<file path="config.mk">
export PLATFORM = sky130hd
export DESIGN_NAME = hall_comm_decoder
export DESIGN_NICKNAME = d
export VERILOG_FILES = /design/src/rtl/hcd_pkg.sv /design/src/rtl/hcd_sector_decode.sv /design/src/rtl/hcd_gate_mux.sv /design/src/rtl/hcd_out_pipe.sv /design/src/rtl/hall_comm_decoder.sv
export SDC_FILE = /design/constraint.sdc
export NUM_CORES = 1
export LEC_CHECK = 0
export ABC_AREA = 1
export BUFFER_PORTS_ARGS = -buffer_cell sky130_fd_sc_hd__buf_4
export CAP_MARGIN = 0
export CELL_PAD_IN_SITES_DETAIL_PLACEMENT = 1
export CELL_PAD_IN_SITES_GLOBAL_PLACEMENT = 1
export CORE_MARGIN = 4
export CORE_UTILIZATION = 30
export CTS_BUF_LIST = sky130_fd_sc_hd__clkbuf_8 sky130_fd_sc_hd__clkbuf_16
export CTS_CLUSTER_SIZE = 28
export DETAILED_ROUTE_END_ITERATION = 8
export HOLD_SLACK_MARGIN = 0.1
export PLACE_DENSITY = 0.68
export SYNTH_ARGS = -nofsm -noshare
export SYNTH_HDL_FRONTEND = slang
export SYNTH_SLANG_ARGS = --single-unit
</file>
<file path="constraint.sdc">
create_clock -name clk -period 0.9 [get_ports clk]
set_input_delay 0.045 -clock clk [delete_from_list [all_inputs] [get_ports clk]]
set_output_delay 0.045 -clock clk [all_outputs]
set_load 0.05 [all_outputs]
</file>
<file path="src/rtl/hcd_pkg.sv">
package hcd_pkg;
   localparam int unsigned NPH   = 3;
   localparam int unsigned SEC_W = 3;
   localparam int unsigned HALL_W = 3;

   typedef logic [NPH-1:0]   phase_vec_t;
   typedef logic [SEC_W-1:0] sector_t;

   localparam sector_t SECTOR_NONE = sector_t'(7);

   // off-cycle behaviour, encoded as {sync_rect, decay_slow}
   typedef enum logic [1:0] {
      OFF_ALL_FLOAT = 2'b00,
      OFF_SINK_LOW  = 2'b01,
      OFF_REVERSED  = 2'b10,
      OFF_BOTH_LOW  = 2'b11
   } off_mode_e;

   typedef struct packed {
      phase_vec_t hi;
      phase_vec_t lo;
      sector_t    sector;
      logic       bad;
   } gate_word_t;

   localparam int unsigned WORD_W = $bits(gate_word_t);
endpackage

</file>
<file path="src/rtl/hcd_sector_decode.sv">
module hcd_sector_decode
   import hcd_pkg::*;
#(
   parameter logic FWD_LEVEL = 1'b1
) (
   input  logic [HALL_W-1:0] hall,
   input  logic              dir,
   output phase_vec_t        src,
   output phase_vec_t        snk,
   output sector_t           sector,
   output logic              bad
);
   logic [1:0] hi_idx;
   logic [2:0] lo_sum;
   logic [1:0] lo_idx;
   phase_vec_t fwd_hi, fwd_lo;
   logic       fwd;

   always_comb begin
      bad    = 1'b0;
      sector = SECTOR_NONE;
      unique case (hall)
         3'b101:  sector = sector_t'(0);
         3'b100:  sector = sector_t'(1);
         3'b110:  sector = sector_t'(2);
         3'b010:  sector = sector_t'(3);
         3'b011:  sector = sector_t'(4);
         3'b001:  sector = sector_t'(5);
         default: bad    = 1'b1;
      endcase
   end

   // sourcing phase advances every two sectors; sink sits one or two ahead
   assign hi_idx = sector[2:1];
   assign lo_sum = {1'b0, hi_idx} + 3'd1 + {2'b00, sector[0]};
   assign lo_idx = (lo_sum >= 3'd3) ? 2'(lo_sum - 3'd3) : lo_sum[1:0];

   for (genvar p = 0; p < NPH; p++) begin : g_phase
      assign fwd_hi[p] = !bad && (hi_idx == 2'(p));
      assign fwd_lo[p] = !bad && (lo_idx == 2'(p));
   end

   assign fwd = (dir == FWD_LEVEL);
   assign src = fwd ? fwd_hi : fwd_lo;
   assign snk = fwd ? fwd_lo : fwd_hi;
endmodule

</file>
<file path="src/rtl/hcd_gate_mux.sv">
module hcd_gate_mux
   import hcd_pkg::*;
(
   input  phase_vec_t src,
   input  phase_vec_t snk,
   input  logic       bad,
   input  logic       drive_dis,
   input  logic       fault_coast,
   input  logic       brake_n,
   input  logic       chop_on,
   input  logic       decay_slow,
   input  logic       sync_rect,
   output phase_vec_t hi,
   output phase_vec_t lo
);
   off_mode_e off_mode;

   assign off_mode = off_mode_e'({sync_rect, decay_slow});

   always_comb begin
      hi = '0;
      lo = '0;
      if (drive_dis || fault_coast || bad) begin
         hi = '0;
         lo = '0;
      end else if (!brake_n) begin
         lo = '1;
      end else if (chop_on) begin
         hi = src;
         lo = snk;
      end else begin
         unique case (off_mode)
            OFF_ALL_FLOAT: ;
            OFF_SINK_LOW:  lo = snk;
            OFF_REVERSED: begin
               hi = snk;
               lo = src;
            end
            OFF_BOTH_LOW:  lo = src | snk;
            default: ;
         endcase
      end
   end
endmodule

</file>
<file path="src/rtl/hcd_out_pipe.sv">
module hcd_out_pipe #(
   parameter int unsigned STAGES = 1,
   parameter int unsigned W      = 8
) (
   input  logic         clk,
   input  logic         rst_n,
   input  logic [W-1:0] d,
   output logic [W-1:0] q
);
   if (STAGES == 0) begin : g_comb
      assign q = d;
   end else begin : g_reg
      logic [STAGES-1:0][W-1:0] stg;

      always_ff @(posedge clk or negedge rst_n) begin
         if (!rst_n) begin
            stg <= '0;
         end else begin
            stg[0] <= d;
            for (int s = 1; s < STAGES; s++) stg[s] <= stg[s-1];
         end
      end

      assign q = stg[STAGES-1];

      // first stage captures the decoded word one clock later
      p_stage_capture_r12: assert property (@(posedge clk) disable iff (!rst_n)
         $past(rst_n) |-> stg[0] == $past(d));
   end
endmodule

</file>
<file path="src/rtl/hall_comm_decoder.sv">
module hall_comm_decoder
   import hcd_pkg::*;
#(
   parameter int unsigned OUT_STAGES = 1,
   parameter logic        FWD_LEVEL  = 1'b1
) (
   input  logic        clk,
   input  logic        rst_n,
   input  logic [2:0]  hall,
   input  logic        dir,
   input  logic        brake_n,
   input  logic        drive_dis,
   input  logic        decay_slow,
   input  logic        sync_rect,
   input  logic        chop_on,
   input  logic        fault_coast,
   output logic [2:0]  gate_hi,
   output logic [2:0]  gate_lo,
   output logic [2:0]  sector,
   output logic        hall_bad
);
   localparam int unsigned MAX_STAGES = 4;

   if (OUT_STAGES > MAX_STAGES) begin : g_chk_depth
      $error("hall_comm_decoder: OUT_STAGES exceeds MAX_STAGES");
   end

   phase_vec_t src_c, snk_c, hi_c, lo_c;
   sector_t    sec_c;
   logic       bad_c;
   gate_word_t word_c, word_q;

   hcd_sector_decode #(.FWD_LEVEL(FWD_LEVEL)) i_decode (
      .hall   (hall),
      .dir    (dir),
      .src    (src_c),
      .snk    (snk_c),
      .sector (sec_c),
      .bad    (bad_c)
   );

   hcd_gate_mux i_mux (
      .src         (src_c),
      .snk         (snk_c),
      .bad         (bad_c),
      .drive_dis   (drive_dis),
      .fault_coast (fault_coast),
      .brake_n     (brake_n),
      .chop_on     (chop_on),
      .decay_slow  (decay_slow),
      .sync_rect   (sync_rect),
      .hi          (hi_c),
      .lo          (lo_c)
   );

   assign word_c = '{hi: hi_c, lo: lo_c, sector: sec_c, bad: bad_c};

   hcd_out_pipe #(.STAGES(OUT_STAGES), .W(WORD_W)) i_pipe (
      .clk   (clk),
      .rst_n (rst_n),
      .d     (word_c),
      .q     (word_q)
   );

   assign gate_hi  = word_q.hi;
   assign gate_lo  = word_q.lo;
   assign sector   = word_q.sector;
   assign hall_bad = word_q.bad;

   p_no_shoot_r11: assert property (@(posedge clk) disable iff (!rst_n)
      (hi_c & lo_c) == '0);

   p_disable_coast_r10: assert property (@(posedge clk) disable iff (!rst_n)
      drive_dis |-> (hi_c == '0 && lo_c == '0));

   p_bad_code_coast_r8: assert property (@(posedge clk) disable iff (!rst_n)
      bad_c |-> (hi_c == '0 && lo_c == '0 && sec_c == SECTOR_NONE));

   p_brake_lows_r9: assert property (@(posedge clk) disable iff (!rst_n)
      (!drive_dis && !fault_coast && !bad_c && !brake_n) |-> (lo_c == '1 && hi_c == '0));

   p_one_pair_r3: assert property (@(posedge clk) disable iff (!rst_n)
      (!drive_dis && !fault_coast && !bad_c && brake_n && chop_on)
         |-> ($countones(hi_c) == 1 && $countones(lo_c) == 1));
endmodule

</file>
==> results of run 1 <==
==> what timing repair did <==
item                                    in CTS  in global routing
hold buffers                                 5                  0
resized for setup                            0                  1
endpoints found under the setup margin       0                  1
hold endpoints to repair                    14                  0
==> power by group <==
group,switching [mW],internal (mW),total [mW]
Clock,0.142,0.290,0.431
Sequential,0.00544,0.473,0.479
Combinational,0.216,0.126,0.342
==> worst min path at each step <==
stage,from,end,cells after the start
after floorplan,rst_n,i_pipe.q[0]$_DFF_PN0_,0
after global placement,rst_n,i_pipe.q[0]$_DFF_PN0_,1
after detailed placement,rst_n,i_pipe.q[5]$_DFF_PN0_,1
after CTS,fault_coast,i_pipe.q[5]$_DFF_PN0_,4
after global routing,fault_coast,i_pipe.q[5]$_DFF_PN0_,4
final,fault_coast,i_pipe.q[5]$_DFF_PN0_,4
==> critical path: stages <==
cell	delay [ns]
sky130_fd_sc_hd__dlygate4sd3_1	0.53
sky130_fd_sc_hd__buf_4	0.15
sky130_fd_sc_hd__a21boi_2	0.15
sky130_fd_sc_hd__a21oi_1	0.13
==> through the flow <==
step           instances  total power, mW
3_3_place_gp         128            0.806
3_5_place_dp         128            0.809
4_1_cts              136             1.26
5_1_grt              136             1.32
6_report             136             1.25
2_1_floorplan         82            0.678
==> cell type report <==
| class | instances | area, sq um | area share (%) |
|---|---|---|---|
| Tap cell | 25 | 31.3 | 3.55 |
| Timing Repair Buffer | 26 | 208 | 23.5 |
| Inverter | 13 | 62.6 | 7.09 |
| Multi-Input combinational cell | 59 | 289 | 32.8 |
| Sequential cell | 10 | 250 | 28.4 |
| Clock buffer | 3 | 41.3 | 4.68 |
==> cells in the mapped netlist, drive strengths merged <==
cell	count
a22oi	1
o21ai	4
nand2	28
a21oi	4
inv	11
nand3	13
a21boi	1
clkinv	1
nor2	8
dfrtp	10
bufinv	1
==> cell usage in the layout (no fill, tap or decap), types with 2 or more instances in the layout <==
cell type / synthesis / routed
sky130_fd_sc_hd__clkbuf_8: 0 / 3
sky130_fd_sc_hd__buf_4: 0 / 21
sky130_fd_sc_hd__nand3_1: 11 / 11
sky130_fd_sc_hd__dlygate4sd3_1: 0 / 5
sky130_fd_sc_hd__o21ai_1: 2 / 2
sky130_fd_sc_hd__nand3_2: 2 / 2
sky130_fd_sc_hd__inv_1: 6 / 6
sky130_fd_sc_hd__inv_2: 5 / 5
sky130_fd_sc_hd__dfrtp_1: 10 / 10
sky130_fd_sc_hd__nor2_1: 4 / 4
sky130_fd_sc_hd__nand2_1: 27 / 27
sky130_fd_sc_hd__nor2_2: 4 / 4
sky130_fd_sc_hd__a21oi_1: 3 / 3
==> cell families after synthesis <==
kind of cell | count (synthesis) | share of synthesized area, %
buf+inv | 13 | 10.5
compound gates | 10 | 10.5
simple gates | 49 | 37.2
flops | 10 | 41.8
==> metal layers <==
layer / GRT usage, % / share of wire, % / vias up
li1: - / - / 318
met1: 15.4 / 44 / 276
met2: 22.5 / 47 / 21
met3: 3.13 / 7.2 / 4
met4: 7.66 / 1.7 / 0
met5: 0 / 0 / -
==> impl_metrics.ini, run 1 <==
[status]
status = complete, no violations

[synth]
synth_area_leader_cell = sky130_fd_sc_hd__dfrtp_1
synth.net_count = 94
syn_area_sq_um = 598
synth.top_cells.by_area = sky130_fd_sc_hd__dfrtp_1, sky130_fd_sc_hd__nand2_1, sky130_fd_sc_hd__nand3_1, sky130_fd_sc_hd__nor2_2, sky130_fd_sc_hd__inv_1
postSynthCellCount = 82
netlist.area_leader.share_pct = 41.8
synth.yosys.seq_area_share_pct = 41.8
synth_cell_types = 18
synth.avg_cell_area_sq_um = 7.29
synthesis.yosys.warnings = 0
ys_seq_elements = 10

[placement]
dpl-instance-area_sq_um = 787
gp_routability_congestion = 0.854
port-buffer-count = 21
pre_cts_slack_ns = -0.0250
hpwlAfterDp_microns = 1250

[cells_and_area]
final_core_util_pct = 49.0
finish.net_count = 125
synthToLayoutAreaGrowth_pct = 47.5
largest_reg_flops = 10
final_design_area_no_fill_sq_um = 882
drive_above_1_share_pct = 36.0
fillerInstances = 244
antenna_cells_inserted = 0

[drt]
detail_route.wirelength_microns = 1580
avgViaCountPerCell = 4.55
vias = 619
route.detailed.drc = 0
route.detailed.wl_per_inst_microns = 11.6
drt_pass1_iterations = 4
drt-initial-drc-count = 2
detail-route-antenna-nets = 0

[global_route]
grt_start_max_net_pins = 11
grt.overflow.total = 0
gr-usage-all-layers_pct = 13.4
first_global_vias = 632
grt_antenna_before_repair = 0
wire_length_of_the_first_global_routing_pass_microns = 2670

[timing]
drv_slew = 0
finalHoldViolations = 0
grt_setup_unrepaired = false
final.setup.worst_slack_ns = 0.0375
tightestPinTransition_ns = 0.313
timing.final.crit_period_ns = 0.862
max_clock_freq_mhz = 1160
max_slew_headroom_at_the_worst_pin_pct = 79.0
setup_viol = 0
totalNegativeSetupSlack_ns = 0
min_period_over_period_pct = 95.8
hold-worst-slack_ns = 0.0909

[worst_setup_path]
worstSetupStartpoint = brake_n
timing.critical_path.from_type = primary input
end_kind = register
arrival_time_reported_for_the_critical_path_endpoint_ns = 1.01
cp.required_ns = 1.05
critPathCapture = i_pipe.q[5]$_DFF_PN0_
critPathMaxFanout = 5
cp_class = primary input to register

[die]
io_pins = 22
core_sq_um = 1800
fp.dieArea_sq_um = 2770
die-width_microns = 52.7
initial_core_util_pct = 33.2
core.rowCount = 15
floorplan.die.height_microns = 52.7

[clocking]
tritoncts.num_buffers = 3
cts_post_setup_buffers_inserted = 0
h-tree-depth = 1
path_clk_slew_ns = 0.04
ctsRootBufferMaster = sky130_fd_sc_hd__clkbuf_8
cts_tree = built
cts.path.max_buffers = 2
clock-sinks = 10

[power_and_ir_drop]
cellPowerDensity_nw_per_um2 = 1420
power.ir.vdd_worst_uv = 496
total_leakage_power_nw = 0.478

[job]
number_of_violations_of_the_max_capacitance_limit = 0

[min_path]
worstHoldPathType = primary input to register
Power figures use the tool's default switching activity.
==> run 2, diff against run 1 <==
--- a/config.mk
+++ b/config.mk
@@ -5,7 +5,6 @@
 export SDC_FILE = /design/constraint.sdc
 export NUM_CORES = 1
 export LEC_CHECK = 0
-export ABC_AREA = 1
 export BUFFER_PORTS_ARGS = -buffer_cell sky130_fd_sc_hd__buf_4
 export CAP_MARGIN = 0
 export CELL_PAD_IN_SITES_DETAIL_PLACEMENT = 1
@@ -16,7 +15,8 @@
 export CTS_CLUSTER_SIZE = 28
 export DETAILED_ROUTE_END_ITERATION = 8
 export HOLD_SLACK_MARGIN = 0.1
-export PLACE_DENSITY = 0.68
+export PLACE_DENSITY = 0.65
+export REMOVE_ABC_BUFFERS = 1
 export SYNTH_ARGS = -nofsm -noshare
 export SYNTH_HDL_FRONTEND = slang
 export SYNTH_SLANG_ARGS = --single-unit
==> run 2 against run 1 <==
Net effect:
- setup slack improved by 0.033 ns
- via count decreased by 5.2%
- utilization decreased by 1.8 points
- total power increased by 9.6%
- sequential power about the same
- design area increased by 5.0%
- combinational power increased by 1%
- die area increased by 2.3%
- synthesized cell count decreased by 18%
- count of clock-buffer cells in the layout increased by 1
- sequential cell count unchanged
- global-route usage decreased by 0.26 points
- critical endpoint is now hall_bad
- largest cell class unchanged
==> impl_metrics.ini, run 2 <==
[drt]
detail_route.wirelength_microns = 1480
dr.max_layer_used = met4
vias = 587
route.detailed.drc = 0
drt_pass1_iterations = 4
met1_length_microns = 612
met3RoutedLength_microns = 136
route.detailed.wl_per_inst_microns = 11.7
detail-route-antenna-nets = 0
drt-initial-drc-count = 1
wl_met2_microns = 677
avgViaCountPerCell = 4.66

[worst_setup_path]
end_kind = primary output
arrival_time_reported_for_the_critical_path_endpoint_ns = 0.78
cp.buffers_inverters = 1
timing.critical_path.from_type = register
critPathMaxFanout = 1
cp.required_ns = 0.85
timing.critical_path.max_delay_family = flip-flops
critical_path.slowest_cell = sky130_fd_sc_hd__dfrtp_1
critPathMaxStageDelay_ns = 0.36
ordered_cell_list_for_the_critical_path = buf_4
cp_class = register to primary output

[synth]
synth.cells.most_frequent = sky130_fd_sc_hd__dfrtp_1, sky130_fd_sc_hd__nand2b_1, sky130_fd_sc_hd__nand2_1
synth_area_leader_cell = sky130_fd_sc_hd__dfrtp_1
synth.top_cells.by_area = sky130_fd_sc_hd__dfrtp_1, sky130_fd_sc_hd__nand2b_1, sky130_fd_sc_hd__nand3b_1, sky130_fd_sc_hd__nand2_1, sky130_fd_sc_hd__o21ai_1
share_of_synthesized_flip_flops_with_an_asynchronous_set_or_reset_pct = 100
synthesis.yosys.warnings = 0
ys_dominant_reg_cell = sky130_fd_sc_hd__dfrtp_1
synth.yosys.seq_area_share_pct = 40.7
syn_area_sq_um = 614
ys_seq_elements = 10
synth_edf_count = 0
netlist.area_leader.share_pct = 40.7
synth_cell_types = 24
postSynthCellCount = 67
synth.avg_cell_area_sq_um = 9.17

[global_route]
grt.overflow.total = 0
grt_start_max_net_pins = 13
first_global_vias = 588
wire_length_of_the_first_global_routing_pass_microns = 2570
grt_antenna_before_repair = 0
gr-usage-all-layers_pct = 13.2

[status]
status = complete, no violations

[cells_and_area]
layout.cells.most_common = sky130_fd_sc_hd__buf_4
layout.cells.most_common_list = sky130_fd_sc_hd__buf_4, sky130_fd_sc_hd__nand2b_1, sky130_fd_sc_hd__dfrtp_1
final_design_area_no_fill_sq_um = 926
final_core_util_pct = 47.2
fillerInstances = 263
area.sequential_sq_um = 250
largest_reg_flops = 10
synthToLayoutAreaGrowth_pct = 50.7
multi_input_comb_area_sq_um = 329
finish.net_count = 112
antenna_cells_inserted = 0
drive_above_1_share_pct = 37.4

[die]
die-width_microns = 53.3
core_sq_um = 1960
fp.dieArea_sq_um = 2840
initial_core_util_pct = 31.3
io_pins = 22
floorplan.die.height_microns = 53.3
core.rowCount = 16

[clocking]
cts_tree = built
cts.path.max_buffers = 2
clock-sinks = 10
ctsRootBufferMaster = sky130_fd_sc_hd__clkbuf_8
tritoncts.num_buffers = 3
h-tree-depth = 1
path_clk_slew_ns = 0.04
cts_repair_resize_count = 0

[timing]
finalHoldViolations = 0
max_clock_freq_mhz = 1210
totalNegativeSetupSlack_ns = 0
grt_setup_unrepaired = false
max_slew_headroom_at_the_worst_pin_pct = 74.6
setup_viol = 0
drv_slew = 0
tightestPinTransition_ns = 0.378
min_period_over_period_pct = 92.1
timing.final.crit_period_ns = 0.829

[placement]
dpl-instance-area_sq_um = 851
gp_routability_congestion = 0.741
hpwlAfterDp_microns = 1210
port-buffer-count = 21

[min_path]
worstHoldPathType = primary input to register

[power_and_ir_drop]
cellPowerDensity_nw_per_um2 = 1480
total_leakage_power_nw = 0.427
power.ir.vdd_worst_uv = 647

[job]
number_of_violations_of_the_max_capacitance_limit = 0
-- run 2: cell types whose count changed in the layout (fill, tap and decap cells not counted), moves of 3 or more --
cell	delta
sky130_fd_sc_hd__nand2_1	-20
sky130_fd_sc_hd__nand2b_1	+10
sky130_fd_sc_hd__nand3_1	-10
sky130_fd_sc_hd__buf_4	+8
sky130_fd_sc_hd__inv_1	-6
sky130_fd_sc_hd__inv_2	-5
sky130_fd_sc_hd__nand3b_1	+4
sky130_fd_sc_hd__nor2_2	-4
sky130_fd_sc_hd__a31oi_1	+3
sky130_fd_sc_hd__dlygate4sd3_1	-3
sky130_fd_sc_hd__nor2b_1	+3
sky130_fd_sc_hd__o21ai_1	+3
-- run 2: final timing paths --
path | startpoint | end | slack, ns | cells after the start
worst min-delay path | drive_dis | i_pipe.q[5]$_DFF_PN0_ | 0.12 | 4
min in group asynchronous | rst_n | i_pipe.q[1]$_DFF_PN0_ | 0.18 | 2
max in group asynchronous | rst_n | i_pipe.q[8]$_DFF_PN0_ | 0.59 | 2
worst max-delay path | i_pipe.q[0]$_DFF_PN0_ | hall_bad | 0.07 | 1
-- run 2: cell families after synthesis --
logic type                share of synthesized area, %
AOI/OAI and AO/OA                                 16.5
xor gates and xnor gates                          1.43
and+or+nand+nor                                   32.4
muxes                                             3.26
buffers and inverters                             5.70
DFF                                               40.7
-- run 2: what timing repair did --
action,CTS,global route
setup buffers,0,0
hold buffers,2,0
hold endpoints to repair,13,0
-- run 2: final cells by class --
cell class | instances | share of cell area (%)
Multi-Input combinational cell | 53 | 35.5
Timing Repair Buffer | 32 | 27.8
Sequential cell | 10 | 27.0
Clock buffer | 4 | 5.95
Tap cell | 27 | 3.65
-- run 2: where the power goes --
group	internal, mW	switching, mW	total [mW]	leakage, nW
logic	0.148	0.198	0.346	0.269
registers	0.473	0.00535	0.479	0.129
clock network	0.383	0.164	0.547	0.0288
-- run 2: per-layer routing --
metal,track usage (%),vias up
met3,3.94,4
met2,22.2,21
met1,12.8,263
li1,-,299
met5,0,-
met4,11.5,0
-- run 2: through the flow --
stage | setup slack, ns | cells | hold slack [ns] | power, mW
floorplan | 0.188 | 63 | -0.251 | 0.654
global placement | -0.0335 | 120 | -0.127 | 0.823
detailed placement | -0.0411 | 120 | -0.126 | 0.828
CTS | 0.0759 | 126 | 0.113 | 1.39
global route | 0.0354 | 126 | 0.139 | 1.46
finish | 0.0708 | 126 | 0.119 | 1.37
==> run 3, diff against run 2 <==
==> constraint.sdc (replaced) <==
create_clock -name clk -period 1 [get_ports clk]
set_input_delay 0.05 -clock clk [delete_from_list [all_inputs] [get_ports clk]]
set_output_delay 0.05 -clock clk [all_outputs]
set_load 0.05 [all_outputs]
==> run 3 against run 2 <==
Net effect:
- count of clock-buffer cells in the layout down 1
- sequential share of layout area up 2.8 points
- largest power group is now sequential cells
- utilization down 4.4 points
==> impl_metrics.ini, run 3 (synthesis gave the netlist of run 2 again) <==
[clocking]
h-tree-depth = 1
cts.path.max_buffers = 2
cts_hold_buf = 2
tritoncts.num_buffers = 3
cts_repair_resize_count = 0
cts_post_setup_buffers_inserted = 0
ctsRootBufferMaster = sky130_fd_sc_hd__clkbuf_8
clock-sinks = 10
cts_tree = built
path_clk_slew_ns = 0.04

[drt]
route.detailed.drc = 0
vias = 563
detail_route.wirelength_microns = 1430
avgViaCountPerCell = 4.81
detail-route-antenna-nets = 0
route.detailed.wl_per_inst_microns = 12.3
drt-initial-drc-count = 5
drt_pass1_iterations = 4

[timing]
drv_slew = 0
grt_setup_unrepaired = false
hold-worst-slack_ns = 0.103
max_clock_freq_mhz = 1220
timing.final.crit_period_ns = 0.820
finalHoldViolations = 0
max_slew_headroom_at_the_worst_pin_pct = 71.7
setup_viol = 0
tightestPinTransition_ns = 0.420
min_period_over_period_pct = 82.0
totalNegativeSetupSlack_ns = 0

[worst_setup_path]
cp_class = register to primary output
cp.buffers_inverters = 1
critPathMaxFanout = 1
ordered_cell_list_for_the_critical_path = buf_4
cp.required_ns = 0.95
timing.critical_path.max_delay_family = flip-flops
end_kind = primary output
critical_path_cell_count = 1
critical_path.slowest_cell = sky130_fd_sc_hd__dfrtp_1
critPathMaxStageDelay_ns = 0.36
timing.critical_path.from_type = register
arrival_time_reported_for_the_critical_path_endpoint_ns = 0.77

[global_route]
global_route.usage.met2_pct = 21.6
first_global_vias = 585
grt.overflow.total = 0
grt_util_met3_pct = 2.82
grt_start_max_net_pins = 15
wire_length_of_the_first_global_routing_pass_microns = 2550
grt_most_used_layer = met2
met1_capacity_usage_during_global_routing_pct = 14.4
gr-usage-all-layers_pct = 12.6
grt_antenna_before_repair = 0

[power_and_ir_drop]
finalPower_mw = 1.10
power.ir.vdd_worst_uv = 424
total_leakage_power_nw = 0.376
cellPowerDensity_nw_per_um2 = 1310

[cells_and_area]
layout.cells.most_common = sky130_fd_sc_hd__buf_4
final-instance-count-excl-fill = 117
layout.cells.most_common_list = sky130_fd_sc_hd__buf_4, sky130_fd_sc_hd__nand2b_1, sky130_fd_sc_hd__dfrtp_1
synthToLayoutAreaGrowth_pct = 36.7
finish.net_count = 104
antenna_cells_inserted = 0
final_core_util_pct = 42.8
largest_reg_flops = 10
drive_above_1_share_pct = 31.1

[die]
initial_core_util_pct = 31.3
fp.dieArea_sq_um = 2840
floorplan.die.height_microns = 53.3
core.rowCount = 16
io_pins = 22
core_sq_um = 1960
die-width_microns = 53.3

[job]
number_of_violations_of_the_max_capacitance_limit = 0

[placement]
gp_routability_congestion = 0.766
place_inst = 112
port-buffer-count = 21
hpwlAfterDp_microns = 1130

[min_path]
holdPathStages = 2
worstHoldPathType = primary input to register

[status]
status = complete, no violations
[run 3: final timing paths]
path                                       start                     to  slack [ns]
setup / recovery           i_pipe.q[4]$_DFF_PN0_             gate_lo[0]        0.18
hold / removal                           hall[2]  i_pipe.q[1]$_DFF_PN0_        0.10
max in group asynchronous                  rst_n  i_pipe.q[5]$_DFF_PN0_        0.68
min in group asynchronous                  rst_n  i_pipe.q[9]$_DFF_PN0_        0.19
[run 3: through the flow]
step                      worst slack (ns)  cell area [sq um]
after detailed placement            0.0383                778
final                                0.180                840
after CTS                            0.180                840
after global placement              0.0441                778
after floorplan                      0.283                579
after global routing                 0.102                840
[run 3: report_power, final]
part           switching (mW)  internal (mW)
Combinational           0.175          0.108
Clock                   0.121          0.260
Sequential            0.00481          0.426
Total                   0.301          0.795
[run 3: per-layer routing]
metal	part of all wire, %	vias up
met5	0	-
met2	44	23
met4	1.9	0
met1	44	252
li1	-	284
met3	9.8	4
[run 3: final cells by class]
| cell class | count | area [sq um] |
|---|---|---|
| Multi-Input combinational cell | 53 | 329 |
| Sequential cell | 10 | 250 |
| Clock buffer | 3 | 41.3 |
| Fill cell | 261 | 1120 |
| Timing Repair Buffer | 24 | 185 |
| Tap cell | 27 | 33.8 |
